==> src/rtl/dsi_pkt_seq_pkg.sv <==
package dsi_pkt_seq_pkg;

  localparam int ID_W        = 6;
  localparam int SEL_W       = 3;
  localparam int WC_W        = 16;
  localparam int SLOTS       = 3;
  localparam int SLOT_STRIDE = 10;
  localparam int LP_BIT      = 30;
  localparam int WORD_W      = 32;

  typedef struct packed {
    logic             en;
    logic [ID_W-1:0]  id;
    logic [SEL_W-1:0] sel;
  } slot_t;

  // Unpack slot k of a sequence word.
  function automatic slot_t slot_of(input logic [WORD_W-1:0] w, input int k);
    slot_t s;
    s.sel = w[k*SLOT_STRIDE +: SEL_W];
    s.id  = w[k*SLOT_STRIDE + SEL_W +: ID_W];
    s.en  = w[k*SLOT_STRIDE + SEL_W + ID_W];
    return s;
  endfunction

  // One bit per slot: set when that slot is enabled.
  function automatic logic [SLOTS-1:0] enable_mask(input logic [WORD_W-1:0] w);
    logic [SLOTS-1:0] m;
    for (int k = 0; k < SLOTS; k++) m[k] = slot_of(w, k).en;
    return m;
  endfunction

  function automatic logic lp_flag(input logic [WORD_W-1:0] w);
    return w[LP_BIT];
  endfunction

  // Select one 16-bit half of a packed length pair: odd index in the upper half.
  function automatic logic [WC_W-1:0] pair_half(input logic [2*WC_W-1:0] r, input logic odd);
    return odd ? r[2*WC_W-1:WC_W] : r[WC_W-1:0];
  endfunction

endpackage

==> src/rtl/seq_word_store.sv <==
module seq_word_store
  import dsi_pkt_seq_pkg::*;
#(
  parameter int NUM_WORDS = 12,
  parameter int ADDR_W    = 5,
  localparam int IDX_W    = $clog2(NUM_WORDS)
) (
  input  logic              clk,
  input  logic              rst_n,
  input  logic              cfg_we,
  input  logic [ADDR_W-1:0] cfg_addr,
  input  logic [WORD_W-1:0] cfg_wdata,
  input  logic [IDX_W-1:0]  rd_idx,
  output logic [WORD_W-1:0] rd_word
);

  logic [WORD_W-1:0] words [NUM_WORDS];

  for (genvar g = 0; g < NUM_WORDS; g++) begin : g_word
    // Full-width compare: addresses above the map never alias onto a word.
    logic hit;
    assign hit = cfg_we && (int'(cfg_addr) == g);
    always_ff @(posedge clk) begin
      if (!rst_n)   words[g] <= '0;
      else if (hit) words[g] <= cfg_wdata;
    end
  end

  assign rd_word = (int'(rd_idx) < NUM_WORDS) ? words[rd_idx] : '0;

endmodule

==> src/rtl/wc_table.sv <==
module wc_table
  import dsi_pkt_seq_pkg::*;
#(
  parameter int NUM_LEN   = 8,
  parameter int ADDR_W    = 5,
  parameter int BASE_ADDR = 12,
  localparam int NUM_REGS = NUM_LEN / 2,
  localparam int LSEL_W   = $clog2(NUM_LEN)
) (
  input  logic              clk,
  input  logic              rst_n,
  input  logic              cfg_we,
  input  logic [ADDR_W-1:0] cfg_addr,
  input  logic [WORD_W-1:0] cfg_wdata,
  input  logic [LSEL_W-1:0] sel,
  output logic [WC_W-1:0]   wc
);

  logic [2*WC_W-1:0] pairs [NUM_REGS];

  for (genvar r = 0; r < NUM_REGS; r++) begin : g_pair
    logic hit;
    assign hit = cfg_we && (int'(cfg_addr) == BASE_ADDR + r);
    always_ff @(posedge clk) begin
      if (!rst_n)   pairs[r] <= '0;
      else if (hit) pairs[r] <= cfg_wdata[2*WC_W-1:0];
    end
  end

  assign wc = pair_half(pairs[sel[LSEL_W-1:1]], sel[0]);

endmodule

==> src/rtl/slot_walker.sv <==
module slot_walker
  import dsi_pkt_seq_pkg::*;
#(
  parameter int NUM_KINDS = 6,
  localparam int KIND_W   = $clog2(NUM_KINDS),
  localparam int IDX_W    = $clog2(2 * NUM_KINDS),
  localparam int SPTR_W   = $clog2(SLOTS + 1)
) (
  input  logic              clk,
  input  logic              rst_n,
  input  logic              line_go,
  input  logic [KIND_W-1:0] line_kind,
  input  logic [WORD_W-1:0] word,
  input  logic              hdr_ready,
  input  logic              cfg_we,
  output logic [IDX_W-1:0]  rd_idx,
  output logic              hdr_valid,
  output logic [ID_W-1:0]   hdr_id,
  output logic [SEL_W-1:0]  hdr_sel,
  output logic              lp_req,
  output logic              seq_overflow
);

  logic              busy_q;
  logic [IDX_W-1:0]  base_q;
  logic              half_q;
  logic [SPTR_W-1:0] slot_q;
  logic              lp_q;
  logic              ovf_q;

  // Named events for the assertions
  logic              kind_ok;
  logic              line_start;
  logic              line_clash;
  logic              slot_accept;
  logic              word_done;

  logic [SLOTS-1:0]  mask;
  logic [SLOTS-1:0]  rem;
  logic [SLOTS-1:0]  after;
  logic [SPTR_W-1:0] first;
  logic              found;
  logic              last;
  slot_t             cur;

  assign rd_idx = base_q + IDX_W'(half_q);
  assign mask   = enable_mask(word);

  // Find the first enabled slot at or beyond the slot pointer.
  always_comb begin
    rem   = '0;
    first = '0;
    found = 1'b0;
    for (int k = 0; k < SLOTS; k++) rem[k] = mask[k] && (k >= int'(slot_q));
    for (int k = SLOTS - 1; k >= 0; k--) begin
      if (rem[k]) begin
        first = SPTR_W'(k);
        found = 1'b1;
      end
    end
    after = rem;
    for (int k = 0; k < SLOTS; k++) if (k == int'(first)) after[k] = 1'b0;
    last = (after == '0);
  end

  assign cur         = slot_of(word, int'(first));
  assign hdr_valid   = busy_q && found;
  assign hdr_id      = cur.id;
  assign hdr_sel     = cur.sel;
  assign slot_accept = hdr_valid && hdr_ready;
  assign word_done   = busy_q && (!found || (slot_accept && last));

  assign kind_ok    = int'(line_kind) < NUM_KINDS;
  assign line_start = line_go && kind_ok && !busy_q;
  assign line_clash = line_go && kind_ok && busy_q;

  always_ff @(posedge clk) begin
    if (!rst_n) begin
      busy_q <= 1'b0;
      base_q <= '0;
      half_q <= 1'b0;
      slot_q <= '0;
      lp_q   <= 1'b0;
      ovf_q  <= 1'b0;
    end else begin
      lp_q <= word_done && lp_flag(word);
      if (line_clash) ovf_q <= 1'b1;
      if (line_start) begin
        busy_q <= 1'b1;
        base_q <= IDX_W'(2 * int'(line_kind));
        half_q <= 1'b0;
        slot_q <= '0;
      end else if (word_done) begin
        if (!half_q) begin
          half_q <= 1'b1;
          slot_q <= '0;
        end else begin
          busy_q <= 1'b0;
        end
      end else if (slot_accept) begin
        slot_q <= first + SPTR_W'(1);
      end
    end
  end

  assign lp_req       = lp_q;
  assign seq_overflow = ovf_q;

  // a stalled header holds until it is taken
  assert_hold_stable_R7: assert property (@(posedge clk) disable iff (!rst_n)
    (hdr_valid && !hdr_ready && !cfg_we) |=> (hdr_valid && $stable(hdr_id) && $stable(hdr_sel)));

  // overflow is sticky
  assert_overflow_sticky_R9: assert property (@(posedge clk) disable iff (!rst_n)
    seq_overflow |=> seq_overflow);

  // a clash while busy raises the flag on the next cycle
  assert_clash_flags_R9: assert property (@(posedge clk) disable iff (!rst_n)
    line_clash |=> seq_overflow);

  // an accepted start makes the walker busy on the next cycle
  assert_start_busy_R6: assert property (@(posedge clk) disable iff (!rst_n)
    line_start |=> busy_q);

  // an unused kind while idle leaves the walker idle
  assert_bad_kind_idle_R10: assert property (@(posedge clk) disable iff (!rst_n)
    (line_go && !kind_ok && !busy_q) |=> !busy_q);

  // a low-power pulse only follows a cycle spent on a line
  assert_lp_after_busy_R8: assert property (@(posedge clk) disable iff (!rst_n)
    lp_req |-> $past(busy_q));

endmodule

==> src/rtl/dsi_line_pkt_seq.sv <==
module dsi_line_pkt_seq
  import dsi_pkt_seq_pkg::*;
#(
  parameter int NUM_KINDS  = 6,
  parameter int NUM_LEN    = 8,
  parameter int ADDR_W     = 5,
  localparam int KIND_W    = $clog2(NUM_KINDS),
  localparam int NUM_WORDS = 2 * NUM_KINDS,
  localparam int IDX_W     = $clog2(NUM_WORDS),
  localparam int LSEL_W    = $clog2(NUM_LEN)
) (
  input  logic              clk,
  input  logic              rst_n,
  input  logic              cfg_we,
  input  logic [ADDR_W-1:0] cfg_addr,
  input  logic [31:0]       cfg_wdata,
  input  logic [KIND_W-1:0] line_kind,
  input  logic              line_go,
  input  logic              hdr_ready,
  output logic              hdr_valid,
  output logic [5:0]        hdr_id,
  output logic [15:0]       hdr_wc,
  output logic              lp_req,
  output logic              seq_overflow
);

  logic [IDX_W-1:0]  rd_idx;
  logic [WORD_W-1:0] word;
  logic [SEL_W-1:0]  sel;

  seq_word_store #(.NUM_WORDS(NUM_WORDS), .ADDR_W(ADDR_W)) u_store (
    .clk(clk), .rst_n(rst_n), .cfg_we(cfg_we), .cfg_addr(cfg_addr),
    .cfg_wdata(cfg_wdata), .rd_idx(rd_idx), .rd_word(word)
  );

  wc_table #(.NUM_LEN(NUM_LEN), .ADDR_W(ADDR_W), .BASE_ADDR(NUM_WORDS)) u_len (
    .clk(clk), .rst_n(rst_n), .cfg_we(cfg_we), .cfg_addr(cfg_addr),
    .cfg_wdata(cfg_wdata), .sel(sel[LSEL_W-1:0]), .wc(hdr_wc)
  );

  slot_walker #(.NUM_KINDS(NUM_KINDS)) u_walk (
    .clk(clk), .rst_n(rst_n), .line_go(line_go), .line_kind(line_kind),
    .word(word), .hdr_ready(hdr_ready), .cfg_we(cfg_we), .rd_idx(rd_idx),
    .hdr_valid(hdr_valid), .hdr_id(hdr_id), .hdr_sel(sel),
    .lp_req(lp_req), .seq_overflow(seq_overflow)
  );

  // nothing is presented while in reset
  assert_reset_quiet_R1: assert property (@(posedge clk)
    !rst_n |=> (!hdr_valid && !lp_req && !seq_overflow));

endmodule

==> config.mk <==
export PLATFORM = sky130hd
export DESIGN_NAME = dsi_line_pkt_seq
export DESIGN_NICKNAME = d
export VERILOG_FILES = /design/src/rtl/dsi_pkt_seq_pkg.sv /design/src/rtl/seq_word_store.sv /design/src/rtl/wc_table.sv /design/src/rtl/slot_walker.sv /design/src/rtl/dsi_line_pkt_seq.sv
export SDC_FILE = /design/constraint.sdc
export NUM_CORES = 1
export LEC_CHECK = 0
export BUFFER_PORTS_ARGS = -buffer_cell sky130_fd_sc_hd__buf_4
export CORE_MARGIN = 3
export CORE_UTILIZATION = 24
export DETAILED_ROUTE_END_ITERATION = 10
export SLEW_MARGIN = 20
export SYNTH_ARGS = -nofsm -noshare
export SYNTH_HDL_FRONTEND = slang
export SYNTH_SLANG_ARGS = --single-unit
==> constraint.sdc <==
create_clock -name clk -period 3.22 [get_ports clk]
set_input_delay 0.161 -clock clk [delete_from_list [all_inputs] [get_ports clk]]
set_output_delay 0.161 -clock clk [all_outputs]
set_load 0.02 [all_outputs]
== Word-level counts from Yosys, hierarchy flattened ==
Memories as Yosys holds them, arrays and structs flattened.
Index checks and enable logic that the tools add are counted.
W data, S select, Z words.

* Register bits after elaboration: 9
* Input bits: 45
* Logic and storage cells: 175
* Output and inout port bits: 25
* Memories kept: 2
* Memory bits (writable): 512

{| class="wikitable"
|+ Memory list
! memory !! words !! bits a word !! read ports !! clocked after memory_dff !! write ports !! line !! text
|-
| u_store.words || 12 || 32 || 1 || 0 || 12 || seq_word_store.sv:17 || <nowiki>logic [WORD_W-1:0] words [NUM_WORDS];</nowiki>
|-
| u_len.pairs || 4 || 32 || 1 || 0 || 4 || wc_table.sv:19 || <nowiki>logic [2*WC_W-1:0] pairs [NUM_REGS];</nowiki>
|}

* Add/sub/neg operators: 3
* Mux-type cells: 82
* Reductions and logical operators: 39
* Equality and inequality tests: 18
* Shifts and indexed selects: 2
* Bitwise logic cells: 17
* Magnitude comparators: 5
* $mul: 1

{| class="wikitable"
|+ Operators with widths
! cell !! count
|-
| $mux W32 || 17
|-
| $mux W1 || 58
|-
| $eq A5 B5 Y1 const B || 8
|-
| $add A32 B3 Y32 const B || 1
|-
| $shiftx A32 B32 Y3 || 1
|-
| $shiftx A32 B32 Y6 || 1
|-
| $logic_and A1 B1 Y1 || 27
|-
| $eq A5 B4 Y1 const B || 4
|-
| $mux W16 || 1
|-
| $or A1 B1 Y1 || 16
|-
| $mux W2 || 6
|-
| $eq A5 B3 Y1 const B || 2
|-
| $reduce_bool A2 Y1 || 3
|-
| $eq A5 B2 Y1 const B || 1
|-
| $logic_not A5 Y1 || 1
|-
| $mul A2 B3 Y5 const B || 1
|-
| $add A4 B1 Y4 || 1
|-
| $eq A2 B2 Y1 const A || 2
|-
| $ge A1 B2 Y1 const A || 2
|-
| $lt A4 B4 Y1 const B || 1
|-
| $reduce_and A2 Y1 || 2
|-
| $logic_not A3 Y1 || 1
|-
| $lt A3 B3 Y1 const B || 1
|-
| $add A2 B1 Y2 const B || 1
|-
| 7 further kinds || 8
|}

== Logic depth before layout (Yosys ltp) ==
* Depth in word-level cells: 15
* Depth in mapped cells: 15
* Depth with buffers taken out: 12

== Cells and area by module ==
Synthesis repeated with hierarchy kept, for this count alone.

* Cell total of the unflattened synthesis: 1704
* Area total of the unflattened synthesis: 23548.8 sq um

{| class="wikitable"
|+ Modules (own cells, without submodules)
! module !! seq. area each (sq um) !! times used !! area each (sq um) !! cells each
|-
| seq_word_store || 11531.1 || 1 || 16807.4 || 1212
|-
| wc_table || 3843.7 || 1 || 6052.1 || 398
|-
| slot_walker || 180.2 || 1 || 689.4 || 94
|}

== Least setup slack after synthesis ==
OpenSTA, ideal clock, no wires.

* Path kind: reg2out
* Start: register u_walk.half_q
* End: output hdr_id[4]
* Slack: -0.443 ns
* Data required time: 3.059 ns
* Buffers on the path: 3
* Arrival time: 3.502 ns
* Cell stages (with the launch flop): 12
* Cell sequence: dfxtp_1 -> buf_6 -> buf_6 -> mux4_2 -> a22oi_1 -> nand2b_1 -> nand2b_1 -> inv_1 -> ha_1 -> clkbuf_1 -> mux4_2 -> nor2_1

* Word-level cells in the longest chain between the ends: 10
* Elaborated cells between the ends (all ways): 13
* Those cells by class: add/sub (2); mul (1); order compare (1); shift (1); mux (4); reduce/logical (3); memory (1)

{| class="wikitable"
|+ Ends and longest elaborated chain
! element !! line !! text
|-
| from (decl) || slot_walker.sv:26 || <nowiki>logic half_q;</nowiki>
|-
| from (signal assigned) || slot_walker.sv:81 || <nowiki>half_q <= 1'b0;</nowiki>
|-
| from (signal assigned) || slot_walker.sv:91 || <nowiki>half_q <= 1'b0;</nowiki>
|-
| from (signal assigned) || slot_walker.sv:95 || <nowiki>half_q <= 1'b1;</nowiki>
|-
| $add A4 B1 Y4 * || slot_walker.sv:46 || <nowiki>assign rd_idx = base_q + IDX_W'(half_q);</nowiki>
|-
| $mem_v2 Z12 W32 / $lt A4 B4 Y1 (equally long branches) || - ||
|-
| $mux W32 * || seq_word_store.sv:29 || <nowiki>assign rd_word = (int'(rd_idx) < NUM_WORDS) ? words[rd_idx] : '0;</nowiki>
|-
| $logic_and A1 B1 Y1 || slot_walker.sv:54 || <nowiki>for (int k = 0; k < SLOTS; k++) rem[k] = mask[k] && (k >= int'(slot_q));</nowiki>
|-
| $mux W2 (3 in a row) || slot_walker.sv:56 || <nowiki>if (rem[k]) begin</nowiki>
|-
| $mul A2 B3 Y5 || dsi_pkt_seq_pkg.sv:21 || <nowiki>s.id = w[k*SLOT_STRIDE + SEL_W +: ID_W];</nowiki>
|-
| $add A32 B3 Y32 || dsi_pkt_seq_pkg.sv:21 ||
|-
| $shiftx A32 B32 Y6 * || dsi_pkt_seq_pkg.sv:21 ||
|-
| to (decl) || dsi_line_pkt_seq.sv:21 || <nowiki>output logic [5:0] hdr_id,</nowiki>
|}

Every way passes the cells marked *; elsewhere a longest branch is shown, timed or not.

== Worst setup path in the final report ==
* Start: register u_walk.half_q
* End: output hdr_wc[8]

* Word-level cells in the longest chain between the ends: 11
* Elaborated cells between the ends (all ways): 14
* Those cells by class: add/sub (1); mul (1); order compare (1); shift (1); mux (5); reduce/logical (3); memory (2)

{| class="wikitable"
|+ Ends and longest elaborated chain
! element !! line !! text
|-
| $add A4 B1 Y4 * || slot_walker.sv:46 ||
|-
| $mem_v2 Z12 W32 / $lt A4 B4 Y1 (equally long branches) || - ||
|-
| $mux W32 * || seq_word_store.sv:29 ||
|-
| $logic_and A1 B1 Y1 || slot_walker.sv:54 ||
|-
| $mux W2 (3 in a row) || slot_walker.sv:56 ||
|-
| $mul A2 B3 Y5 || dsi_pkt_seq_pkg.sv:20 || <nowiki>s.sel = w[k*SLOT_STRIDE +: SEL_W];</nowiki>
|-
| $shiftx A32 B32 Y3 * || dsi_pkt_seq_pkg.sv:20 ||
|-
| $mem_v2 Z4 W32 || - ||
|-
| $mux W16 * || dsi_pkt_seq_pkg.sv:39 || <nowiki>return odd ? r[2*WC_W-1:WC_W] : r[WC_W-1:0];</nowiki>
|-
| to (decl) || dsi_line_pkt_seq.sv:22 || <nowiki>output logic [15:0] hdr_wc,</nowiki>
|}

Marks and branches as above.

==> flow_metrics.env <==
export IMPL_wire_per_inst_um=22.50
export IMPL_place_congestion=0.9225
export IMPL_place_ws_ps=-310.1
export IMPL_syn_to_final_growth_pct=23.75
export IMPL_placed_area_mm2=0.02737
export IMPL_portBuffers=69
export IMPL_grt_use_total_pct=13.70
export IMPL_dieArea_mm2=0.1059
export IMPL_tritoncts="done"
export IMPL_crit_type="flop to output port"
export IMPL_required_ps=3060
export IMPL_synthesis_area_mm2=0.02448
export IMPL_hold_class="input port to flop"
export IMPL_critPathLaunchType="flop"
export IMPL_drtIter0Drc=1787
export IMPL_p_per_area_mw_per_mm2=606.8
export IMPL_cap_violations=0
export IMPL_avgSynthCellArea_um2=14.18
export IMPL_register_area_mm2=0.01557
export IMPL_io_pins=70
export IMPL_grt_pass1_vias=16300
export IMPL_synth_seq_area_share_pct=63.54
export IMPL_period_share_pct=118.5
export IMPL_fp_row_count=116
export IMPL_worstSetupEndpointType="output port"
export IMPL_firstDrtPassIters=7
export IMPL_ys_flop_type="edfxtp_1"
export IMPL_die_w_um=325.4
export IMPL_grt_max_degree=49
export IMPL_ys_warn_count=0
export IMPL_grt_pass1_wl_mm=108.9
export IMPL_violations="negative setup slack"
export IMPL_async_reset_ff_share_pct=0
export IMPL_worstPathMaxFanout=6
export IMPL_syn_num_nets=1774
export IMPL_tightestPinTransition_ps=760.9
export IMPL_vias=15630
export IMPL_nNetsFinal=1921
export IMPL_core_area_mm2=0.1006
export IMPL_syn_inst=1726
export IMPL_finalHoldViolCount=0
export IMPL_final_cells=3279
export IMPL_maxSlewHeadroom_pct=48.82
export IMPL_die_height_um=325.4
export IMPL_start_util_pct=24.34
export IMPL_period_needed_ps=3817
export IMPL_totalWireLength_mm=73.79
export IMPL_n_fill_cell=9953
export IMPL_clock_latency_ps=640
export IMPL_synth_edff_count=512
export IMPL_drc=0
export IMPL_final_cell_area_mm2=0.03029
export IMPL_ant_nets=0
export IMPL_cts_buffers_inserted=56
export IMPL_skew_ps=40.43
export IMPL_root_buffer="clkbuf_16"
export IMPL_multiInputGateArea_mm2=0.008841
export IMPL_h_tree_depth=2
export IMPL_ir_worst_vdd_v=0.0004657
export IMPL_fmax_ghz=0.2620
export IMPL_drive_gt1_share_pct=27.25
export IMPL_dp_cells=3126
export IMPL_grt_overflow_total=0
export IMPL_viasPerCell=4.765
export IMPL_synth_cell_types=60
export IMPL_rsz0062_at_grt="true"
export IMPL_final_max_slew_viol_count=0
export IMPL_p_leak_nw=10.18
export IMPL_clockBufferDepth=3
export IMPL_setup_slack_ps=-597.3
export IMPL_dp_hpwl_mm=43.40
export IMPL_antenna_found_initial=7
export IMPL_clk_pin_slew_worst_paths_ps=60
export IMPL_cp_arrival_ps=3660
export IMPL_synth_seq_cells=521
export IMPL_cts_sinks=521
export IMPL_status="finished with violations"
export IMPL_finalSetupViolCount=22
-- cells in the final DEF, fill, tap and decap left out, drive strengths merged, types with 11 or more instances in the layout --
master and count:
a21oi 15, and2 516, buf 210, clkbuf 67, clkinv 25, dlygate4sd3 31
edfxtp 512, mux2 18, mux2i 41, mux4 98, nand2 42, nand3 52
nand4 48, nor2 38, nor2b 11, o2111a 16, o21ai 93
-- final cells by class --
| type | count | area share, % |
|---|---|---|
| clock inverter | 38 | 1.359 |
| sequential | 521 | 51.39 |
| multi-input combinational | 1044 | 29.18 |
| timing repair buffer | 243 | 7.587 |
| clock buffer | 66 | 4.750 |
| antenna | 3 | 0.02478 |
| inverter | 7 | 0.1033 |
| tap | 1357 | 5.605 |
-- state kept, by name, indices dropped and copies added (netlist names) --
| name | count |
|---|---|
| u_walk.slot_q | 2 |
| u_walk.half_q | 1 |
| u_store.words | 384 |
| u_walk.seq_overflow | 1 |
| u_walk.base_q | 3 |
| u_walk.busy_q | 1 |
| u_walk.lp_req | 1 |
| u_len.pairs | 128 |
-- timing repair --
item	in CTS	in global routing
hold buffers	31	0
setup buffers	10	2
pin swaps	29	31
endpoints found under the setup margin	24	25
cloned	5	1
endpoints found under the hold margin	343	0
gates resized for setup	121	63
-- cell families after synthesis --
family,count (synthesis),share of synthesized area (%)
compound gates,160,4.314
buf+inv,162,2.954
simple gates,723,17.45
flops,521,63.54
fa+ha+maj,3,0.1534
mux,157,11.59
-- per-layer routing --
metal	GRT usage (%)	wire, µm	up-vias
met2	21.80	34170	699
li1	-	-	6672
met1	19.01	31770	8143
met3	2.761	6226	112
met5	0	0	-
met4	3.712	1618	0
-- where the power goes --
group,switching (W),internal (W)
combinational,0.00222,0.00172
clock,0.00274,0.00376
sequential,0.000125,0.00781
total,0.00509,0.0133
-- stage by stage --
stage | total power (W) | hold slack, ps | util (%) | setup TNS [ps]
final | 0.01838 | 26.06 | 30.12 | -12190
after global routing | 0.01901 | 30.97 | 30.11 | -14350
after detailed placement | 0.01137 | 467.8 | 27.21 | -3129
after CTS | 0.01832 | 0.7723 | 29.90 | -11780
after global placement | 0.01129 | 440.2 | 27.21 | -2095
after floorplan | 0.009876 | 330.5 | - | -66990
-- Yosys cell counts, drive strengths merged, types with 9 or more instances --
cell	instances	share of area, %
edfxtp	512	63
mux2i	41	1.7
clkbuf	121	1.9
dfxtp	9	0.74
o2111a	16	0.74
a21oi	15	0.35
nor2	38	0.58
buf	34	0.98
nand2	41	0.66
mux4	98	9.0
o21ai	93	1.9
nand3	52	1.1
mux2	18	0.84
nor2b	11	0.28
and2	516	13
nand4	48	1.2
-- worst paths after layout --
| check | start | end | slack [ps] | cells past startpoint |
|---|---|---|---|---|
| setup / recovery | u_walk.half_q$_SDFFE_PP0P_ | hdr_wc[8] | -600 | 13 |
| hold / removal | cfg_wdata[13] | u_store.words[10][13]$_SDFFCE_PN0P_ | 30 | 2 |
| setup reg to reg | u_walk.half_q$_SDFFE_PP0P_ | u_walk.slot_q[1]$_SDFFE_PP0P_ | 0 | 15 |
| hold reg to reg | u_walk.busy_q$_SDFFE_PN0P_ | u_walk.busy_q$_SDFFE_PN0P_ | 590 | 1 |
-- critical path, stage by stage, from the launching register on --
cell and delay (ps):
dfxtp_4 400, buf_6 140, mux4_2 540, o2bb2ai_4 200, o21ai_4 80, a21oi_4 180, inv_4 90, a221o_2 460
buf_12 190, clkbuf_16 160, o21ai_4 140, nand4_1 150, o2111a_1 180, buf_6 140
No activity file was read; power rests on OpenSTA's default activity.
